==> src/rtl/tk_pkg.sv <==
package tk_pkg;

  typedef enum logic [2:0] {
    IDX_SECS    = 3'd0,
    IDX_TICKS   = 3'd1,
    IDX_FLAGS   = 3'd2,
    IDX_COMMIT  = 3'd3,
    IDX_TPS     = 3'd4,
    IDX_SYNCCFG = 3'd5
  } cfg_idx_e;

  typedef struct packed {
    logic src_alt;
    logic rise;
  } pps_cfg_t;

  localparam pps_cfg_t PPS_CFG_RESET = '{src_alt: 1'b0, rise: 1'b1};

  localparam logic [1:0] RD_NOW_SECS  = 2'd0;
  localparam logic [1:0] RD_NOW_TICKS = 2'd1;
  localparam logic [1:0] RD_PPS_SECS  = 2'd2;
  localparam logic [1:0] RD_PPS_TICKS = 2'd3;

endpackage

==> src/rtl/tk_rst_sync.sv <==
module tk_rst_sync #(
  parameter int STAGES = 2
) (
  input  logic clk,
  input  logic rst_n,
  output logic rst_sync_n
);
  logic [STAGES-1:0] chain_q;
  logic [STAGES-1:0] chain_d;

  always_comb begin
    chain_d = {chain_q[STAGES-2:0], 1'b1};
  end

  always_ff @(posedge clk or negedge rst_n) begin
    if (!rst_n) chain_q <= '0;
    else        chain_q <= chain_d;
  end

  assign rst_sync_n = chain_q[STAGES-1];
endmodule

==> src/rtl/tk_pps_front.sv <==
module tk_pps_front
  import tk_pkg::*;
#(
  parameter int NSRC        = 2,
  parameter int SYNC_STAGES = 2,
  localparam int SEL_W      = (NSRC > 1) ? $clog2(NSRC) : 1
) (
  input  logic             clk,
  input  logic             rst_n,
  input  logic [NSRC-1:0]  pps_in,
  input  logic [SEL_W-1:0] src_sel,
  input  logic             rise,
  output logic             pps_edge
);
  logic [NSRC-1:0] synced;

  for (genvar g = 0; g < NSRC; g++) begin : g_sync
    logic [SYNC_STAGES-1:0] sh_q;
    logic [SYNC_STAGES-1:0] sh_d;
    always_comb begin
      sh_d = {sh_q[SYNC_STAGES-2:0], pps_in[g]};
    end
    always_ff @(posedge clk or negedge rst_n) begin
      if (!rst_n) sh_q <= '0;
      else        sh_q <= sh_d;
    end
    assign synced[g] = sh_q[SYNC_STAGES-1];
  end

  logic sel_lvl;
  logic prev_q;
  logic prev_d;

  always_comb begin
    sel_lvl = synced[src_sel];
    prev_d  = sel_lvl;
    if (rise) pps_edge = sel_lvl & ~prev_q;
    else      pps_edge = ~sel_lvl & prev_q;
  end

  always_ff @(posedge clk or negedge rst_n) begin
    if (!rst_n) prev_q <= 1'b0;
    else        prev_q <= prev_d;
  end
endmodule

==> src/rtl/tk_settings.sv <==
module tk_settings
  import tk_pkg::*;
#(
  parameter int          TIME_W    = 32,
  parameter logic [31:0] TPS_RESET = 32'd100_000_000
) (
  input  logic              clk,
  input  logic              rst_n,
  input  logic              cfg_we,
  input  logic [2:0]        cfg_idx,
  input  logic [31:0]       cfg_data,
  output logic [TIME_W-1:0] stage_secs,
  output logic [TIME_W-1:0] stage_ticks,
  output logic [TIME_W-1:0] tps,
  output pps_cfg_t          pps_cfg,
  output logic              commit_now,
  output logic              commit_later
);
  cfg_idx_e idx;
  logic en_secs, en_ticks, en_flags, en_tps;

  always_comb begin
    idx          = cfg_idx_e'(cfg_idx);
    en_secs      = cfg_we && (idx == IDX_SECS);
    en_ticks     = cfg_we && (idx == IDX_TICKS);
    en_flags     = cfg_we && (idx == IDX_FLAGS);
    en_tps       = cfg_we && (idx == IDX_TPS);
    commit_now   = cfg_we && (idx == IDX_COMMIT) &&  cfg_data[0];
    commit_later = cfg_we && (idx == IDX_COMMIT) && !cfg_data[0];
  end

  always_ff @(posedge clk or negedge rst_n) begin
    if (!rst_n) begin
      stage_secs  <= '0;
      stage_ticks <= '0;
      tps         <= TIME_W'(TPS_RESET);
      pps_cfg     <= PPS_CFG_RESET;
    end else begin
      if (en_secs)  stage_secs  <= cfg_data[TIME_W-1:0];
      if (en_ticks) stage_ticks <= cfg_data[TIME_W-1:0];
      if (en_tps)   tps         <= cfg_data[TIME_W-1:0];
      if (en_flags) pps_cfg     <= '{src_alt: cfg_data[1], rise: cfg_data[0]};
    end
  end
endmodule

==> src/rtl/tk_counter.sv <==
module tk_counter #(
  parameter int TIME_W = 32
) (
  input  logic              clk,
  input  logic              rst_n,
  input  logic [TIME_W-1:0] tps,
  input  logic [TIME_W-1:0] stage_secs,
  input  logic [TIME_W-1:0] stage_ticks,
  input  logic              commit_now,
  input  logic              commit_later,
  input  logic              pps_edge,
  output logic [TIME_W-1:0] secs,
  output logic [TIME_W-1:0] ticks,
  output logic              pending,
  output logic              load_fire
);
  logic [TIME_W:0]   tick_inc;
  logic              wrap;
  logic [TIME_W-1:0] secs_d, ticks_d;
  logic              pend_d;

  always_comb begin
    tick_inc  = {1'b0, ticks} + 1'b1;
    wrap      = tick_inc >= {1'b0, tps};
    load_fire = commit_now | (pending & pps_edge);
    secs_d    = secs;
    ticks_d   = ticks;
    pend_d    = pending;
    if (load_fire) begin
      secs_d  = stage_secs;
      ticks_d = stage_ticks;
    end else if (wrap) begin
      ticks_d = '0;
      secs_d  = secs + 1'b1;
    end else begin
      ticks_d = tick_inc[TIME_W-1:0];
    end
    if (commit_later)   pend_d = 1'b1;
    else if (load_fire) pend_d = 1'b0;
  end

  always_ff @(posedge clk or negedge rst_n) begin
    if (!rst_n) begin
      secs    <= '0;
      ticks   <= '0;
      pending <= 1'b0;
    end else begin
      secs    <= secs_d;
      ticks   <= ticks_d;
      pending <= pend_d;
    end
  end
endmodule

==> src/rtl/tk_capture.sv <==
module tk_capture #(
  parameter int TIME_W = 32
) (
  input  logic              clk,
  input  logic              rst_n,
  input  logic              pps_edge,
  input  logic [TIME_W-1:0] secs,
  input  logic [TIME_W-1:0] ticks,
  output logic [TIME_W-1:0] snap_secs,
  output logic [TIME_W-1:0] snap_ticks
);
  always_ff @(posedge clk or negedge rst_n) begin
    if (!rst_n) begin
      snap_secs  <= '0;
      snap_ticks <= '0;
    end else if (pps_edge) begin
      snap_secs  <= secs;
      snap_ticks <= ticks;
    end
  end
endmodule

==> src/rtl/pps_timebase.sv <==
module pps_timebase
  import tk_pkg::*;
#(
  parameter int          TIME_W      = 32,
  parameter int          SYNC_STAGES = 2,
  parameter logic [31:0] TPS_RESET   = 32'd100_000_000
) (
  input  logic        clk,
  input  logic        rst_n,
  input  logic        cfg_we,
  input  logic [2:0]  cfg_idx,
  input  logic [31:0] cfg_data,
  input  logic        pps_ext,
  input  logic        pps_alt,
  input  logic [3:0]  rd_addr,
  output logic [31:0] rd_data,
  output logic [31:0] now_secs,
  output logic [31:0] now_ticks
);
  localparam int NSRC = 2;

  logic              rst_sync_n;
  logic [TIME_W-1:0] stage_secs, stage_ticks, tps_q;
  pps_cfg_t          pps_cfg;
  logic              commit_now, commit_later;
  logic              pps_edge, pend_q, load_fire;
  logic [TIME_W-1:0] secs_q, ticks_q, snap_secs, snap_ticks;

  tk_rst_sync #(.STAGES(2)) u_rst (
    .clk(clk), .rst_n(rst_n), .rst_sync_n(rst_sync_n)
  );

  tk_settings #(.TIME_W(TIME_W), .TPS_RESET(TPS_RESET)) u_cfg (
    .clk(clk), .rst_n(rst_sync_n), .cfg_we(cfg_we), .cfg_idx(cfg_idx),
    .cfg_data(cfg_data), .stage_secs(stage_secs), .stage_ticks(stage_ticks),
    .tps(tps_q), .pps_cfg(pps_cfg), .commit_now(commit_now),
    .commit_later(commit_later)
  );

  tk_pps_front #(.NSRC(NSRC), .SYNC_STAGES(SYNC_STAGES)) u_pps (
    .clk(clk), .rst_n(rst_sync_n), .pps_in({pps_alt, pps_ext}),
    .src_sel(pps_cfg.src_alt), .rise(pps_cfg.rise), .pps_edge(pps_edge)
  );

  tk_counter #(.TIME_W(TIME_W)) u_cnt (
    .clk(clk), .rst_n(rst_sync_n), .tps(tps_q), .stage_secs(stage_secs),
    .stage_ticks(stage_ticks), .commit_now(commit_now),
    .commit_later(commit_later), .pps_edge(pps_edge), .secs(secs_q),
    .ticks(ticks_q), .pending(pend_q), .load_fire(load_fire)
  );

  tk_capture #(.TIME_W(TIME_W)) u_cap (
    .clk(clk), .rst_n(rst_sync_n), .pps_edge(pps_edge), .secs(secs_q),
    .ticks(ticks_q), .snap_secs(snap_secs), .snap_ticks(snap_ticks)
  );

  always_comb begin
    now_secs  = 32'(secs_q);
    now_ticks = 32'(ticks_q);
    unique case (rd_addr[3:2])
      RD_NOW_SECS:  rd_data = 32'(secs_q);
      RD_NOW_TICKS: rd_data = 32'(ticks_q);
      RD_PPS_SECS:  rd_data = 32'(snap_secs);
      default:      rd_data = 32'(snap_ticks);
    endcase
  end
endmodule

==> config.mk <==
export PLATFORM = sky130hd
export DESIGN_NAME = pps_timebase
export DESIGN_NICKNAME = d
export VERILOG_FILES = /design/src/rtl/tk_pkg.sv /design/src/rtl/tk_rst_sync.sv /design/src/rtl/tk_pps_front.sv /design/src/rtl/tk_settings.sv /design/src/rtl/tk_counter.sv /design/src/rtl/tk_capture.sv /design/src/rtl/pps_timebase.sv
export SDC_FILE = /design/constraint.sdc
export NUM_CORES = 1
export LEC_CHECK = 0
export BUFFER_PORTS_ARGS = -buffer_cell sky130_fd_sc_hd__buf_2
export CAP_MARGIN = 15
export CORE_MARGIN = 5
export CORE_UTILIZATION = 44
export DETAILED_ROUTE_END_ITERATION = 8
export GPL_ROUTABILITY_DRIVEN = 1
export PLACE_DENSITY = 0.69
export SYNTH_ARGS = -nofsm -noshare
export SYNTH_HDL_FRONTEND = slang
export SYNTH_SLANG_ARGS = --single-unit
==> constraint.sdc <==
create_clock -name clk -period 15.93 [get_ports clk]
set_clock_uncertainty 0.1 [all_clocks]
set_input_delay 2.3895 -clock clk [delete_from_list [all_inputs] [get_ports clk]]
set_output_delay 2.3895 -clock clk [all_outputs]
set_load 0.01 [all_outputs]
== Word level (Yosys, flattened, before mapping) ==
Cells that the tools add are included.

* Bits in writable memories: 0
* Bits of input ports: 44
* Memories kept: 0
* Bits in registers: 234
* Output and inout port bits: 96
* Logic and storage cells: 52
* Latch bits: 0
* ROM bits: 0

* Add/subtract/negate cells: 2
* Magnitude comparators: 2
* $mul: 0
* Equality and inequality tests: 6
* Multiplexer cells: 10
* Shift operators: 0
* Reductions and logical operators: 12
* Divide/modulo/power cells: 0
* Bitwise gates (word level): 6

{| class="wikitable"
|+ Operators with widths
! cell !! count
|-
| $mux W32 || 4
|-
| $pmux W32 S3 || 1
|-
| $add A32 B1 Y33 const B || 1
|-
| $ge A33 B32 Y1 || 1
|-
| $add A32 B1 Y32 const B || 1
|-
| $logic_and A1 B1 Y1 || 7
|-
| $eq A3 B2 Y1 const B || 2
|-
| $mux W1 || 5
|-
| $reduce_bool A2 Y1 || 2
|-
| $and A1 B1 Y1 || 3
|-
| $eq A3 B1 Y1 const B || 1
|-
| $eq A3 B3 Y1 const B || 1
|-
| $logic_not A3 Y1 || 1
|-
| $eq A2 B1 Y1 const B || 1
|-
| $eq A2 B2 Y1 const B || 1
|-
| $logic_not A2 Y1 || 1
|-
| $lt A1 B2 Y1 const B || 1
|-
| $not A1 Y1 || 2
|-
| $logic_not A1 Y1 || 1
|-
| $or A1 B1 Y1 || 1
|}

== Logic depth before layout (Yosys ltp) ==
Gate-level depths: netlist of the first run.

* Depth in word-level cells: 9
* Mapped depth: 14
* Mapped depth without buffers: 12

== Hierarchy ==
From an unflattened synthesis of the first run, not the netlist that was laid out.

* Cells, all modules: 938
* Area, all modules: 12602.1 um^2

{| class="wikitable"
|+ Modules (own cells, without submodules)
! module !! sequential area each (um^2) !! cells an instance !! instances !! area each (um^2)
|-
| tk_counter || 1626.6 || 538 || 1 || 4829.6
|-
| tk_settings || 2468.6 || 214 || 1 || 4062.6
|-
| tk_capture || 1601.5 || 135 || 1 || 2678.8
|-
| pps_timebase || 0.0 || 39 || 1 || 814.5
|-
| tk_pps_front || 125.1 || 9 || 1 || 162.7
|-
| tk_rst_sync || 50.0 || 3 || 1 || 53.8
|}

== Least setup slack after synthesis of the first run ==
Ideal clock, no wire load.

* Path type: input to output
* From: input rd_addr[2]
* To: output rd_data[14]
* Data required time: 13.441 ns
* Path buffers: 2
* Path slack: 9.691 ns
* Stages on the path: 3
* Data arrival time: 3.750 ns
* Path through: clkbuf_1 -> clkbuf_1 -> mux4_2

* Longest elaborated chain between the ends: 2
* Elaborated cells between the ends (all ways): 4
* Those cells by class: eq/ne: 2; mux: 1; reduce/logical: 1

{| class="wikitable"
|+ Ends and longest elaborated chain
! element !! RTL line !! RTL
|-
| from (decl) || pps_timebase.sv:15 || <nowiki>input logic [3:0] rd_addr,</nowiki>
|-
| $eq A2 B2 Y1, or another cell as far along || pps_timebase.sv:60 || <nowiki>unique case (rd_addr[3:2])</nowiki>
|-
| $pmux W32 S3 * || pps_timebase.sv:60 ||
|-
| to (decl) || pps_timebase.sv:16 || <nowiki>output logic [31:0] rd_data,</nowiki>
|}

Mark *: on every way between the ends. The rest lies on a longest branch, timed or not.

== Worst setup path in the final report of the first run ==
* From: input rd_addr[3]
* To: output rd_data[31]

Same word-level chain as after synthesis.

==> results.md, run 1 <==
Power and ir drop:
- The total power divided by cell area is 158 nW/um2.
- The total internal power is 1.44 mW.
- The share of total power dissipated in the clock network is 0.301.
- The combinational share of power is 0.289.
- The switching fraction of total power is 0.329.
- VDD sags by at most 0.0000892 V.
- Of the total power, registers draw 0.410.
- For this design the total switching power over the nets is 706 uW.
- The leakage dissipation is 6.12 nW.

Worst setup path:
- The critical path start-end classification is in -> out.
- STA puts the critical path data required time at 13.44 ns.
- The startpoint class of the critical path is a primary input.
- Along the worst path, the maximum fanout reaches 32.
- The critical path arrival is 3.85 ns.
- The endpoint kind of the worst setup timing path is a primary output.

Timing:
- The time the final worst path needs with I/O delays and setup is 6.34 ns.
- The final clock period utilization by the worst path is 0.398.
- The post-route worst setup slack is 9.59 ns.
- The max-slew violation count came to 0.
- The relative max-transition margin is 0.315.
- The maximum achievable frequency is 0.158 GHz.
- Setup repair after global routing left no endpoint under its margin.
- Hold timing on the final database bottoms out at a slack of 0.242 ns.
- The count of final hold-check violations is 0.
- The total of endpoints with negative setup slack in the final report is 0.
- Adding up every negative setup slack in the final design gives 0 ns.
- The transition time at the pin with the least slew margin is 1.03 ns.

Synth:
- Among all flip-flop cells after synthesis, the most frequent one is sky130_fd_sc_hd__dfrtp_1.
- Ranked by instance count, the synthesized netlist is headed by 221 x sky130_fd_sc_hd__dfrtp_1, 133 x sky130_fd_sc_hd__mux2_2, 95 x sky130_fd_sc_hd__nand2_1.
- Synthesis produced 997 cells.
- In this run, distinct cell masters in the synthesized netlist total 52.
- For this run, the register share of the synthesized area comes to 0.501.
- Yosys mapped a number of flops with a built-in enable equal to 0.
- sky130_fd_sc_hd__dfrtp_1 is the most common cell in the netlist.
- The largest area contributor in the netlist is sky130_fd_sc_hd__dfrtp_1.
- After synthesis, the cell types taking the most area are sky130_fd_sc_hd__dfrtp_1 47%, sky130_fd_sc_hd__mux2_2 13%, sky130_fd_sc_hd__mux4_2 6.2%.
- The number of storage elements in the synthesis netlist is 234.
- The mean area per synthesized cell is 11.7 um2.
- The synthesized netlist occupies a cell area of 11700 um2.
- Yosys printed 0 warnings.
- Of the post-synthesis cell area, the dominant cell type holds 0.472.
- For this run, asynchronously set or reset flops after synthesis account for 1.00.
- The net count of the mapped netlist is 1075.

Drt:
- After detailed routing, the total wire length is 29200 um.
- The first TritonRoute pass finished after 7 iterations.
- After detailed routing, the average wire length per cell comes to 19.9 um.
- In the routed design, unresolved DRC markers number 0.
- After the first detailed-routing iteration, the DRC count stood at 641.
- After detailed routing, the number of vias per cell comes to 5.78.
- The via count is 8493.
- The count of nets left with antenna violations once routing finished came out at 0.

Clock tree:
- The CTS clock-pin slew for the worst setup and hold paths is 0.06 ns.
- The clock latency on the worst-skew pair is 0.53 ns.
- In this run the number of H-tree levels came out at 1.
- In this run the deepest clock path goes through 3 buffers.
- The number of buffers added to fix hold violations after cts is 0.
- The tree built by TritonCTS fans out to 234 sinks.
- TritonCTS built the clock tree.
- Gates resized during post-CTS repair numbered 0.
- Counting the buffers created by CTS gives 27.
- The number of buffers inserted to repair setup after CTS is 0.
- The tree is rooted in a sky130_fd_sc_hd__clkbuf_16.

Global route:
- The routing usage on met2 is 0.325.
- The total routing resource utilization after global routing is 0.195.
- Entering global routing, the biggest net connects 174 pins.
- The initial antenna violation count is 0.
- The via count of the first global-routing pass is 8795.
- The met3 usage in global routing is 0.0310.
- The most heavily used metal layer in global routing is met2.
- Global routing finished with a remaining overflow of 0.
- The global-route wire length before repair is 48200 um.
- For met1 alone, demand over resource in global routing was 0.269.

Die:
- The die area is 30000 um2.
- The die is 173 um tall.
- The initial cell density of the core is 0.448.
- Pin placement for this block handled 140 I/O pins.
- The number of core rows is 59.
- The floorplan step defined a core boundary enclosing 26100 um2.
- The x dimension of the die is 173 um.

Final layout:
- The area added between synthesis and finish is 16.2%.
- Excluding fillers, the count of instances in the completed layout stands at 1469.
- At the end of the flow, the number of nets in the layout was 1191.
- The layout has 2302 filler cells.
- The finished cells cover 13600 um2.
- In the final layout, the share of cells above drive strength 1 is 0.339.
- The number of antenna repair diodes is 0.

Run status:
- The flow ran to the end, and the final reports show no timing, DRC or antenna violations.

Flow run:
- The number of maximum-capacitance violations is 0.

Placed design:
- The area after detailed placement is 12700 um2.
- The congestion estimate from routability-driven global placement came to 0.802.
- The HPWL after detailed placement is 19600 um.
- The number of cells in the design after placement is 1419.
- Prior to clock tree synthesis, the placed netlist has a worst setup slack of 9.56 ns.
- During placement, the flow inserted port buffers numbering 137.

Hold path:
- The type of the worst min-delay path is reg -> reg.
worst paths after layout:
| check | to | slack, ns | cells past startpoint | start |
|---|---|---|---|---|
| setup / recovery | rd_data[31] | 9.59 | 3 | rd_addr[3] |
| hold / removal | u_pps.g_sync[0].sh_q[1]$_DFF_PN0_ | 0.24 | 0 | u_pps.g_sync[0].sh_q[0]$_DFF_PN0_ |
| setup reg to reg | u_cnt.secs[21]$_DFFE_PN0P_ | 10.42 | 14 | u_cnt.ticks[0]$_DFF_PN0_ |
| hold reg to reg | u_pps.g_sync[0].sh_q[1]$_DFF_PN0_ | 0.24 | 0 | u_pps.g_sync[0].sh_q[0]$_DFF_PN0_ |
| max in group asynchronous | u_cap.snap_ticks[22]$_DFFE_PN0P_ | 13.94 | 1 | u_rst.chain_q[1]$_DFF_PN0_ |
| min in group asynchronous | u_cap.snap_secs[9]$_DFFE_PN0P_ | 0.33 | 0 | u_rst.chain_q[1]$_DFF_PN0_ |
critical path, cell delays in order:
cell and delay, ns:
sky130_fd_sc_hd__buf_2 0.70, sky130_fd_sc_hd__mux4_2 0.59, sky130_fd_sc_hd__buf_2 0.15
cells in the final DEF, fill, tap and decap left out, types with 18 or more instances in the layout:
cell                        synthesis  layout
sky130_fd_sc_hd__o21ai_0           41      41
sky130_fd_sc_hd__nand4_1           28      28
sky130_fd_sc_hd__o221ai_1          27      27
sky130_fd_sc_hd__mux4_2            32      32
sky130_fd_sc_hd__mux2_2           133     133
sky130_fd_sc_hd__clkbuf_16          0      27
sky130_fd_sc_hd__a21oi_1           29      28
sky130_fd_sc_hd__nand2_1           95      95
sky130_fd_sc_hd__nand3_1           34      34
sky130_fd_sc_hd__ha_1              34      34
sky130_fd_sc_hd__nor2_1            30      29
sky130_fd_sc_hd__dfrtp_1          221     220
sky130_fd_sc_hd__a22o_1            31      31
sky130_fd_sc_hd__buf_2             15     137
sky130_fd_sc_hd__inv_1             50      50
sky130_fd_sc_hd__xnor2_1           18      18
stage by stage:
| stage | util | total power, mW |
|---|---|---|
| 3_3_place_gp | 0.485 | 1.49 |
| 5_1_grt | 0.521 | 2.29 |
| 2_1_floorplan | - | 1.31 |
| 4_1_cts | 0.521 | 2.17 |
| 6_report | 0.521 | 2.15 |
| 3_5_place_dp | 0.485 | 1.52 |
state kept, by name, summed over array words and instances, names as in the netlist, 2 cells and up:
name / cells
u_cap.snap_secs: 32
u_cap.snap_ticks: 32
u_cfg.stage_secs: 32
u_cfg.stage_ticks: 32
u_cfg.tps: 32
u_cnt.secs: 32
u_cnt.ticks: 32
u_pps.g_sync.sh_q: 4
u_cfg.pps_cfg: 2
u_rst.chain_q: 2
cells by family (layout without fill, tap and decap cells):
kind of cell,count (synthesis),count (layout),synth area share
and+or+nand+nor,252,252,0.106
DFF,234,234,0.501
AOI/OAI and AO/OA,168,168,0.103
muxes,166,166,0.190
buffers and inverters,112,249,0.0401
adders and majority gates,34,34,0.0363
xor gates and xnor gates,30,30,0.0224
other,1,1,0.000320
area by class of cell:
cell class / instances / area (um2) / share of cell area
Sequential cell: 234 / 5880 / 0.432
Multi-Input combinational cell: 651 / 5410 / 0.397
Timing Repair Buffer: 149 / 788 / 0.0579
Clock buffer: 38 / 737 / 0.0542
Tap cell: 335 / 419 / 0.0308
Clock inverter: 12 / 195 / 0.0143
Inverter: 50 / 188 / 0.0138
routing by layer:
metal	vias up	wire (um)
li1	3898	-
met1	4314	13000
met2	251	14200
met3	30	1440
met4	0	560
met5	-	0
power groups by stage:
stage	combinational [mW]	sequential, mW	clock, mW
5_1_grt	0.695	0.904	0.688
2_1_floorplan	0.443	0.862	0
6_report	0.622	0.881	0.647
3_5_place_dp	0.625	0.891	0
3_3_place_gp	0.612	0.881	0
4_1_cts	0.629	0.881	0.664
Note: power is estimated with default switching activity, not from simulation.
==> inputs of run 2 (changes only) <==
--- a/config.mk
+++ b/config.mk
@@ -5,13 +5,14 @@
 export SDC_FILE = /design/constraint.sdc
 export NUM_CORES = 1
 export LEC_CHECK = 0
+export ABC_AREA = 1
 export BUFFER_PORTS_ARGS = -buffer_cell sky130_fd_sc_hd__buf_2
 export CAP_MARGIN = 15
 export CORE_MARGIN = 5
 export CORE_UTILIZATION = 44
 export DETAILED_ROUTE_END_ITERATION = 8
 export GPL_ROUTABILITY_DRIVEN = 1
-export PLACE_DENSITY = 0.69
+export PLACE_DENSITY = 0.71
 export SYNTH_ARGS = -nofsm -noshare
 export SYNTH_HDL_FRONTEND = slang
 export SYNTH_SLANG_ARGS = --single-unit
==> constraint.sdc (replaced) <==
create_clock -name clk -period 5.5 [get_ports clk]
set_clock_uncertainty 0.1 [all_clocks]
set_input_delay 0.825 -clock clk [delete_from_list [all_inputs] [get_ports clk]]
set_output_delay 0.825 -clock clk [all_outputs]
set_load 0.01 [all_outputs]
==> run 2 against run 1 <==
  * Combinational power rose to 4.0 times the previous value
  * Global-route usage up 3.0 points
  * Via count up 27%
  * Highest routed layer unchanged
==> results.md, run 2 <==
Clock tree:
- In this run the number of H-tree levels came out at 1.
- The number of clock sinks is 234.
- The TritonCTS clock tree is done.
- Once the clock tree was built, the setup fixing pass inserted 0 buffers.
- At the later pin of the worst-skew pair, clock insertion delay measures 0.53 ns.
- The cell at the root of the clock tree is sky130_fd_sc_hd__clkbuf_16.
- The quantity of gates resized following cts is 0.
- The number of buffers added to fix hold violations after cts is 1.
- Clock-pin slew was measured on the worst setup and hold paths at 0.06 ns.
- Counting along the longest clock path gives a buffer depth of 3.
- The number of buffers inserted during clock tree synthesis is 25.

Timing:
- The sum of negative setup slack is 0 ns.
- The count of final hold-check violations was 0.
- The post-route worst setup slack is 1.29 ns.
- The total of endpoints with negative setup slack in the final report is 0.
- Setup repair after global routing left no endpoint under its margin.
- The final-layout worst hold slack is 0.248 ns.
- Of the available clock period, the critical path in the final layout requires 0.765.
- Based on the critical path, the design can be clocked at up to 0.238 GHz.
- At the pin with the least slew margin, the transition time is 1.07 ns.
- The worst pin sits at a relative slew slack of 0.283.
- The max-slew violation count is 0.
- The time the final worst path needs with I/O delays and setup is 4.21 ns.

Synth:
- Of the total synthesized cell area, the portion taken by full adders, half adders and majority gates is 0.0345.
- The count of warnings emitted by yosys is 0.
- Of the total synthesized cell area, the portion taken by XOR and XNOR cells is 0.0334.
- The compound-cell area share of the yosys netlist is 0.105.
- The number of instances in the synthesized netlist is 1553.
- After synthesis, the mean cell area works out to 7.95 um2.
- For this run, the register share of the synthesized area comes to 0.476.
- After synthesis, the cell types taking the most area are sky130_fd_sc_hd__dfrtp_1 45%, sky130_fd_sc_hd__nand2_1 16%, sky130_fd_sc_hd__o21ai_0 6.9%.
- After synthesis, the largest family of logic cells by area is simple AND/OR/NAND/NOR gates.
- The mux cell area share after synthesis is 0.0100.
- Of the total synthesized cell area, the portion taken by AND, OR, NAND and NOR gates is 0.261.
- The most common cell in the synthesized netlist is sky130_fd_sc_hd__nand2_1.
- The main flop type after synthesis is sky130_fd_sc_hd__dfrtp_1.
- The largest total area in the synthesized netlist belongs to sky130_fd_sc_hd__dfrtp_1.
- Counting every net in the synthesized netlist gives 1631.
- After synthesis, the share of flip-flops with an asynchronous set or reset is 1.00.
- Yosys mapped a number of flops with a built-in enable equal to 0.
- The post-synthesis instance area is 12300 um2.
- The count of unique library cells instantiated by Yosys is 39.
- Of the post-synthesis cell area, the dominant cell type holds 0.448.
- Synthesis inferred 234 register bits.
- Counting instances in the post-synthesis netlist gives the leading cell types as 542 x sky130_fd_sc_hd__nand2_1, 221 x sky130_fd_sc_hd__dfrtp_1, 169 x sky130_fd_sc_hd__o21ai_0.

Final layout:
- At the end of the flow the core is filled with cells to 0.513.
- The net total in the final layout is 1741.
- The library cell used most frequently in the layout, excluding fill and tap cells, is sky130_fd_sc_hd__nand2_1.
- After filler insertion, the fill cell instance count of the layout stands at 2614.
- The top cell types in the final layout, fill and taps aside, are 538 x sky130_fd_sc_hd__nand2_1, 220 x sky130_fd_sc_hd__dfrtp_1, 169 x sky130_fd_sc_hd__o21ai_0, 158 x sky130_fd_sc_hd__inv_1, 137 x sky130_fd_sc_hd__buf_2.
- The area added between synthesis and finish is 15.1%.
- The final non-filler cell area is 14200 um2.
- The area of all sequential standard cells is 5880 um2.
- The area of the multi-input gates is 5520 um2.
- In the final layout, the share of cells above drive strength 1 is 0.164.

Worst setup path:
- The launching point of the worst reg2reg path is u_cnt.ticks[2]$_DFF_PN0_.
- Along the worst path, the maximum fanout reaches 25.
- The endpoint kind of the worst setup timing path is a flip-flop.
- The setup check on the worst reg-to-reg path leaves a slack of 1.29 ns.
- At the worst endpoint, the arrival time is 4.57 ns.
- The startpoint class of the critical path is a flip-flop.
- The required time of the critical path is 5.87 ns.
- The worst-case reg-to-reg path depth is 21.
- The capturing point of the worst reg2reg path is u_cnt.secs[31]$_DFFE_PN0P_.
- The critical path start-end classification is reg -> reg.

Global route:
- The global-route wire length before repair is 56600 um.
- The total routing resource utilization after global routing is 0.225.
- The via count of the first global-routing pass was 10508.
- The largest net degree at the start of global routing is 119.
- The initial antenna violation count is 0.
- The remaining global-route overflow is 0.

Placed design:
- The routability-driven placement congestion ratio is 0.929.
- Detailed placement ended at an HPWL of 25800 um.
- The worst slack at placement is 1.39 ns.
- The count of buffers added on input and output ports is 137.
- Once placement finished, the instance area stood at 13300 um2.

Hold path:
- The type of the worst min-delay path is reg -> reg.
- Counting instances, the worst hold path has a depth of 0.
- For hold timing, the worst endpoint is u_pps.g_sync[1].sh_q[1]$_DFF_PN0_.
- The start point of the worst hold path is u_pps.g_sync[1].sh_q[0]$_DFF_PN0_.

Drt:
- The detailed-routing iteration count for the pre-antenna-repair pass is 7.
- For this block, the routed nets add up to 35700 um of wire.
- The routed layout has 10814 vias.
- The antenna violation net count after detailed routing is 0.
- The residual DRC count is 0.
- The wire length per cell after detailed routing is 17.3 um.
- After detailed routing, the number of vias per cell comes to 5.25.
- The first routing iteration left 982 violations.

Power and ir drop:
- The total power divided by cell area is 487 nW/um2.
- IR analysis of the VDD net gives a maximum drop of 0.000220 V.
- The leakage dissipation is 7.10 nW.

Run status:
- The run finished with clean final reports.

Die:
- Row generation in the floorplan step produced 61 rows.
- Measured along the y axis, the die boundary spans 177 um.
- The area inside the core boundary is 27700 um2.
- The floorplan step defined a die boundary enclosing 31500 um2.
- The initial utilization of the core area, before any placement, comes to 0.446.
- In this run the count of I/O pins placed on the die edge is 140.
- In this run the horizontal extent of the chip is 177 um.

Flow run:
- Max-cap violations in this run came to 0.
-- run 2: stage by stage --
stage	instances	power (mW)
CTS	2058	6.94
detailed placement	2011	5.22
floorplan	1553	4.33
global route	2060	7.41
global placement	2010	5.12
finish	2061	6.92
-- run 2: critical path, stage by stage, from the launching register on --
cell and delay (ns):
sky130_fd_sc_hd__dfrtp_1 0.48, sky130_fd_sc_hd__nand3_2 0.16, sky130_fd_sc_hd__nor2_4 0.15, sky130_fd_sc_hd__nand3_1 0.14, sky130_fd_sc_hd__nor2_1 0.27, sky130_fd_sc_hd__nand2_1 0.16, sky130_fd_sc_hd__nor2_1 0.26, sky130_fd_sc_hd__xor2_1 0.23
sky130_fd_sc_hd__inv_2 0.07, sky130_fd_sc_hd__ha_1 0.26, sky130_fd_sc_hd__nand2_1 0.08, sky130_fd_sc_hd__inv_1 0.05, sky130_fd_sc_hd__nand3_1 0.09, sky130_fd_sc_hd__nor2_1 0.05, sky130_fd_sc_hd__nand4_1 0.11, sky130_fd_sc_hd__nand2_1 0.06
sky130_fd_sc_hd__nand2_1 0.05, sky130_fd_sc_hd__nand2_1 0.07, sky130_fd_sc_hd__nor2_4 0.58, sky130_fd_sc_hd__buf_4 0.49, sky130_fd_sc_hd__nand3_1 0.13, sky130_fd_sc_hd__nand2_1 0.10
-- run 2: cells by family (layout without fill, tap and decap cells) --
kind of cell / after synthesis / count (layout)
xor gates and xnor gates: 47 / 47
AOI/OAI and AO/OA: 230 / 230
DFF: 234 / 234
muxes: 11 / 11
and+or+nand+nor: 758 / 758
other: 1 / 2
buffers and inverters: 238 / 367
adders and majority gates: 34 / 34
-- run 2: worst max-delay path by stage --
stage,startpoint,to,slack (ns)
after floorplan,u_rst.chain_q[1]$_DFF_PN0_,u_cap.snap_secs[0]$_DFFE_PN0P_,1.57
after detailed placement,u_cnt.ticks[2]$_DFF_PN0_,u_cnt.secs[31]$_DFFE_PN0P_,1.39
after global placement,u_cnt.ticks[0]$_DFF_PN0_,u_cnt.secs[1]$_DFFE_PN0P_,1.42
after global routing,u_cnt.ticks[0]$_DFF_PN0_,u_cnt.secs[1]$_DFFE_PN0P_,1.03
after CTS,u_cnt.ticks[2]$_DFF_PN0_,u_cnt.secs[31]$_DFFE_PN0P_,1.37
final,u_cnt.ticks[2]$_DFF_PN0_,u_cnt.secs[31]$_DFFE_PN0P_,1.29
-- run 2: layout make-up --
type | instances | share of cell area
flip-flops and latches | 234 | 0.414
diodes | 1 | 0.000176
clock inverters | 12 | 0.00925
inverters | 167 | 0.0441
clock buffers | 34 | 0.0492
multi-input cells | 1081 | 0.388
repair buffers | 154 | 0.0620
well taps | 378 | 0.0333
-- run 2: power breakdown --
part / switching, mW / internal, mW / leakage [nW] / total (mW)
Sequential: 0.500 / 2.25 / 3.00 / 2.75
Clock: 0.704 / 0.990 / 0.396 / 1.69
Combinational: 1.63 / 0.852 / 3.70 / 2.48
-- run 2: layer usage --
metal  vias up  global-route usage  wire length [um]
li1       5222                   -                 -
met1      5125               0.331             16400
met2       399               0.342             15600
met3        68              0.0352              2620
met4         0              0.0728              1110
met5         -                   0                 0
==> inputs of run 3 (changes only) <==
==> constraint.sdc (replaced) <==
create_clock -name clk -period 3.45 [get_ports clk]
set_clock_uncertainty 0.1 [all_clocks]
set_input_delay 0.5175 -clock clk [delete_from_list [all_inputs] [get_ports clk]]
set_output_delay 0.5175 -clock clk [all_outputs]
set_load 0.01 [all_outputs]
==> run 3 against run 2 <==
  * Non-clock buffer count increased by 30
  * Sequential power increased by 59%
  * Critical path depth down 1
  * Count of clock-buffer cells in the layout is 5 higher
  * Via count up 2.3%
  * Utilization is 1.9 points higher
  * Combinational power increased by 76%
  * Sequential cell count unchanged
  * Die area is the same
  * Sequential share of layout area shrank 1.4 points
  * Fmax rose by 25%
  * Critical path type unchanged
  * Largest cell class unchanged
  * Largest power group unchanged
  * Highest routed layer unchanged
==> results.md, run 3 (same netlist as run 2, synthesis figures left out) <==
Worst setup path:
- The critical path arrival is 3.69 ns.
- The largest individual stage delay along the critical path comes from the cell sky130_fd_sc_hd__dfrtp_1.
- The critical path contains buffers and inverters numbering 4 combined.
- The capturing point of the worst reg2reg path is u_cnt.secs[30]$_DFFE_PN0P_.
- STA classifies the critical path startpoint as a flip-flop.
- In this run the register-to-register setup slack is 0.08 ns.
- For the worst setup path, the data required time is 3.76 ns.
- The number of cells on the worst reg-to-reg path is 20.
- The launching point of the worst reg2reg path is u_cnt.ticks[1]$_DFF_PN0_.
- On the critical path the largest part of the delay comes from simple AND/OR/NAND/NOR gates.
- The highest cell delay on the worst timing path is 0.40 ns.
- The most common cell type on the critical path is sky130_fd_sc_hd__nand2_1.
- The worst setup path is captured at a flip-flop.
- Walking the worst path, the cells encountered are ha_2, buf_4, inv_1, nor4_2, buf_4, nand2_1, nor2_2, xor2_1, ha_1, nand2_1, nor2_1, nand4_1, nand2_1, nand2_1, nand2_1, nor2_4, nand2_4, clkbuf_16, nand2_1, nand2_1.
- Of all nets on the critical path, the largest fanout is 16.
- By startpoint and endpoint, the worst setup path is classified as reg -> reg.

Power and ir drop:
- The total power divided by cell area is 793 nW/um2.
- In this run the static leakage power is 7.40 nW.
- Across the VDD grid, the largest voltage drop is 0.000451 V.
- Power comes to 11.7 mW.

Timing:
- For the final routed database, the setup TNS stands at 0 ns.
- The transition time at the pin with the least slew margin is 0.936 ns.
- Setup violations remaining at the end of the flow were counted as 0.
- The relative max-transition margin is 0.375.
- The time the final worst path needs with I/O delays and setup is 3.37 ns.
- Dividing the final minimum period by the clock period gives 0.978.
- The worst path meets setup with 0.0771 ns of slack.
- Hold timing on the final database bottoms out at a slack of 0.103 ns.
- Setup repair after global routing could not meet its margin everywhere.
- The count of final hold-check violations is 0.
- The maximum achievable frequency is 0.296 GHz.
- The max-slew violation count was 0.

Drt:
- After detailed routing, the wire length on met1 is 16400 um.
- For this run, design rule violations remaining after detail routing come to 0.
- The highest routed metal layer is met4.
- The number of vias per cell is 5.29.
- Summed over all nets, wire length on met3 after detailed routing comes to 2960 um.
- Dividing the detail-routed wire length by the instance count gives 17.4 um.
- The detailed-routing iteration count for the pre-antenna-repair pass is 5.
- The amount of wire on met2 after detailed routing is 16100 um.
- The count of routing violations after the opening detailed-route iteration is 1115.
- Summed over all layers, the routed wires come to 36500 um.
- The via count is 11062.
- In this run the remaining antenna-violating nets after routing total 0.

Final layout:
- The final non-filler cell area is 14700 um2.
- Compared with the post-synthesis result, the final layout area differs by 19.3%.
- The number of antenna diodes in the final layout is 0.
- Excluding fillers, the count of instances in the completed layout stands at 2092.
- The utilization after layout is 0.532.
- Of the cells placed in the final design, the portion with a size suffix greater than 1 is 0.189.
- The commonest non-fill, non-tap cell in the layout is sky130_fd_sc_hd__nand2_1.
- Fill cells in the final layout number 2541.
- The net total in the final layout is 1772.
- Leaving out fill and tap cells, the most frequent cells in the layout are 536 x sky130_fd_sc_hd__nand2_1, 215 x sky130_fd_sc_hd__dfrtp_1, 169 x sky130_fd_sc_hd__o21ai_0, 158 x sky130_fd_sc_hd__inv_1, 137 x sky130_fd_sc_hd__buf_2.

Placed design:
- The number of cells in the design after placement is 2031.
- The HPWL after detailed placement is 25900 um.
- The worst slack at placement is 0.0375 ns.
- In this run the tool buffered the top-level ports with 137 buffer cells.
- The routability-driven placement congestion ratio is 0.887.
- The placed instances occupy a cell area of 13500 um2.

Clock tree:
- The root buffer cell chosen for the clock tree is sky130_fd_sc_hd__clkbuf_16.
- The clock net in this run drives a total of 234 sinks.
- For the worst-skew pair, the clock arrives at the later sink with an insertion delay of 0.53 ns.
- After clock tree synthesis, the clock-pin slew on the worst setup and hold paths is 0.06 ns.
- CTS built an H-tree with a depth of 1.
- The number of clock buffers added by TritonCTS is 26.
- TritonCTS built the clock tree.
- The clock passes through at most 3 buffers.

Die:
- The area inside the core boundary is 27700 um2.
- For this configuration, the core starts out at a cell density of 0.446.
- The x dimension of the die is 177 um.
- The floorplan step defined a die boundary enclosing 31500 um2.
- The floorplan die height is 177 um.
- The number of primary I/O pins is 140.
- The number of core rows is 61.

Hold path:
- The hold path depth is 2.
- The path class of the tightest hold or removal check is in -> reg.
- The end of the worst hold path is u_cnt.pending$_DFFE_PN0P_.
- The startpoint identified for the worst hold timing path is cfg_data[0].

Global route:
- Across every metal layer, demand over resource in global routing totals 0.227.
- The remaining global-route overflow is 0.
- Entering global routing, the biggest net connects 81 pins.
- The initial antenna violation count is 0.
- The first global-routing pass estimated 57000 um of wire.
- The via count of the first global-routing pass is 10568.

Run status:
- The flow ran to the end, and the final reports show no timing, DRC or antenna violations.

Flow run:
- Across the run, the number of max-cap violations was 0.
-- run 3: cell count changes in the layout (fill, tap and decap cells not counted), moves of 4 or more --
cell | previous run | this run
sky130_fd_sc_hd__buf_4 | 12 | 34
sky130_fd_sc_hd__nor2_1 | 60 | 54
sky130_fd_sc_hd__nor2_4 | 4 | 10
sky130_fd_sc_hd__buf_12 | 2 | 7
sky130_fd_sc_hd__dfrtp_1 | 220 | 215
sky130_fd_sc_hd__dfrtp_2 | 0 | 5
sky130_fd_sc_hd__clkinvlp_4 | 4 | 0
sky130_fd_sc_hd__nand2_4 | 1 | 5
sky130_fd_sc_hd__xor2_1 | 43 | 39
-- run 3: worst register-to-register path: cells and delay by family, from the launching register on --
kind	cells	cell delay (ns)
xor gates and xnor gates	1	0.26
buffers and inverters	4	0.55
adders and majority gates	2	0.51
DFF	1	0.40
and+or+nand+nor	13	1.44
-- run 3: timing repair --
item / 4_1_cts / 5_1_grt
endpoints found under the setup margin: 0 / 64
hold buffers: 3 / 0
hold endpoints to repair: 4 / 0
gates resized for setup: 0 / 44
setup buffers: 0 / 8
-- run 3: worst max-delay path by stage --
stage / from / end / slack (ns) / depth (start not counted)
6_report: u_cnt.ticks[1]$_DFF_PN0_ / u_cnt.secs[30]$_DFFE_PN0P_ / 0.08 / 20
3_3_place_gp: u_cnt.ticks[1]$_DFF_PN0_ / u_cnt.secs[1]$_DFFE_PN0P_ / 0.06 / 21
5_1_grt: u_cnt.ticks[10]$_DFF_PN0_ / u_cnt.secs[11]$_DFFE_PN0P_ / -0.04 / 22
4_1_cts: u_cnt.ticks[1]$_DFF_PN0_ / u_cnt.secs[2]$_DFFE_PN0P_ / 0.007 / 21
2_1_floorplan: u_cnt.ticks[0]$_DFF_PN0_ / u_cnt.secs[24]$_DFFE_PN0P_ / 0.36 / 21
3_5_place_dp: u_cnt.ticks[1]$_DFF_PN0_ / u_cnt.secs[2]$_DFFE_PN0P_ / 0.04 / 21
-- run 3: metal layers --
| metal | vias to the layer above | global-route usage |
|---|---|---|
| met2 | 416 | 0.344 |
| met3 | 70 | 0.0392 |
| met1 | 5298 | 0.334 |
| met5 | - | 0 |
| li1 | 5278 | - |
| met4 | 0 | 0.0677 |
-- run 3: cell type report --
cell class	instances	area [um2]	area share
Sequential cell	234	5880	0.399
Multi-Input combinational cell	1081	5680	0.385
Timing Repair Buffer	184	1160	0.0787
Clock buffer	39	761	0.0516
Inverter	167	627	0.0426
Tap cell	378	473	0.0321
Clock inverter	9	153	0.0104
-- run 3: report_power, final --
| part | leakage [nW] | switching (mW) | internal [mW] |
|---|---|---|---|
| clock | 0.447 | 1.12 | 1.82 |
| sequential | 3.00 | 0.791 | 3.59 |
| combinational | 3.96 | 2.74 | 1.62 |
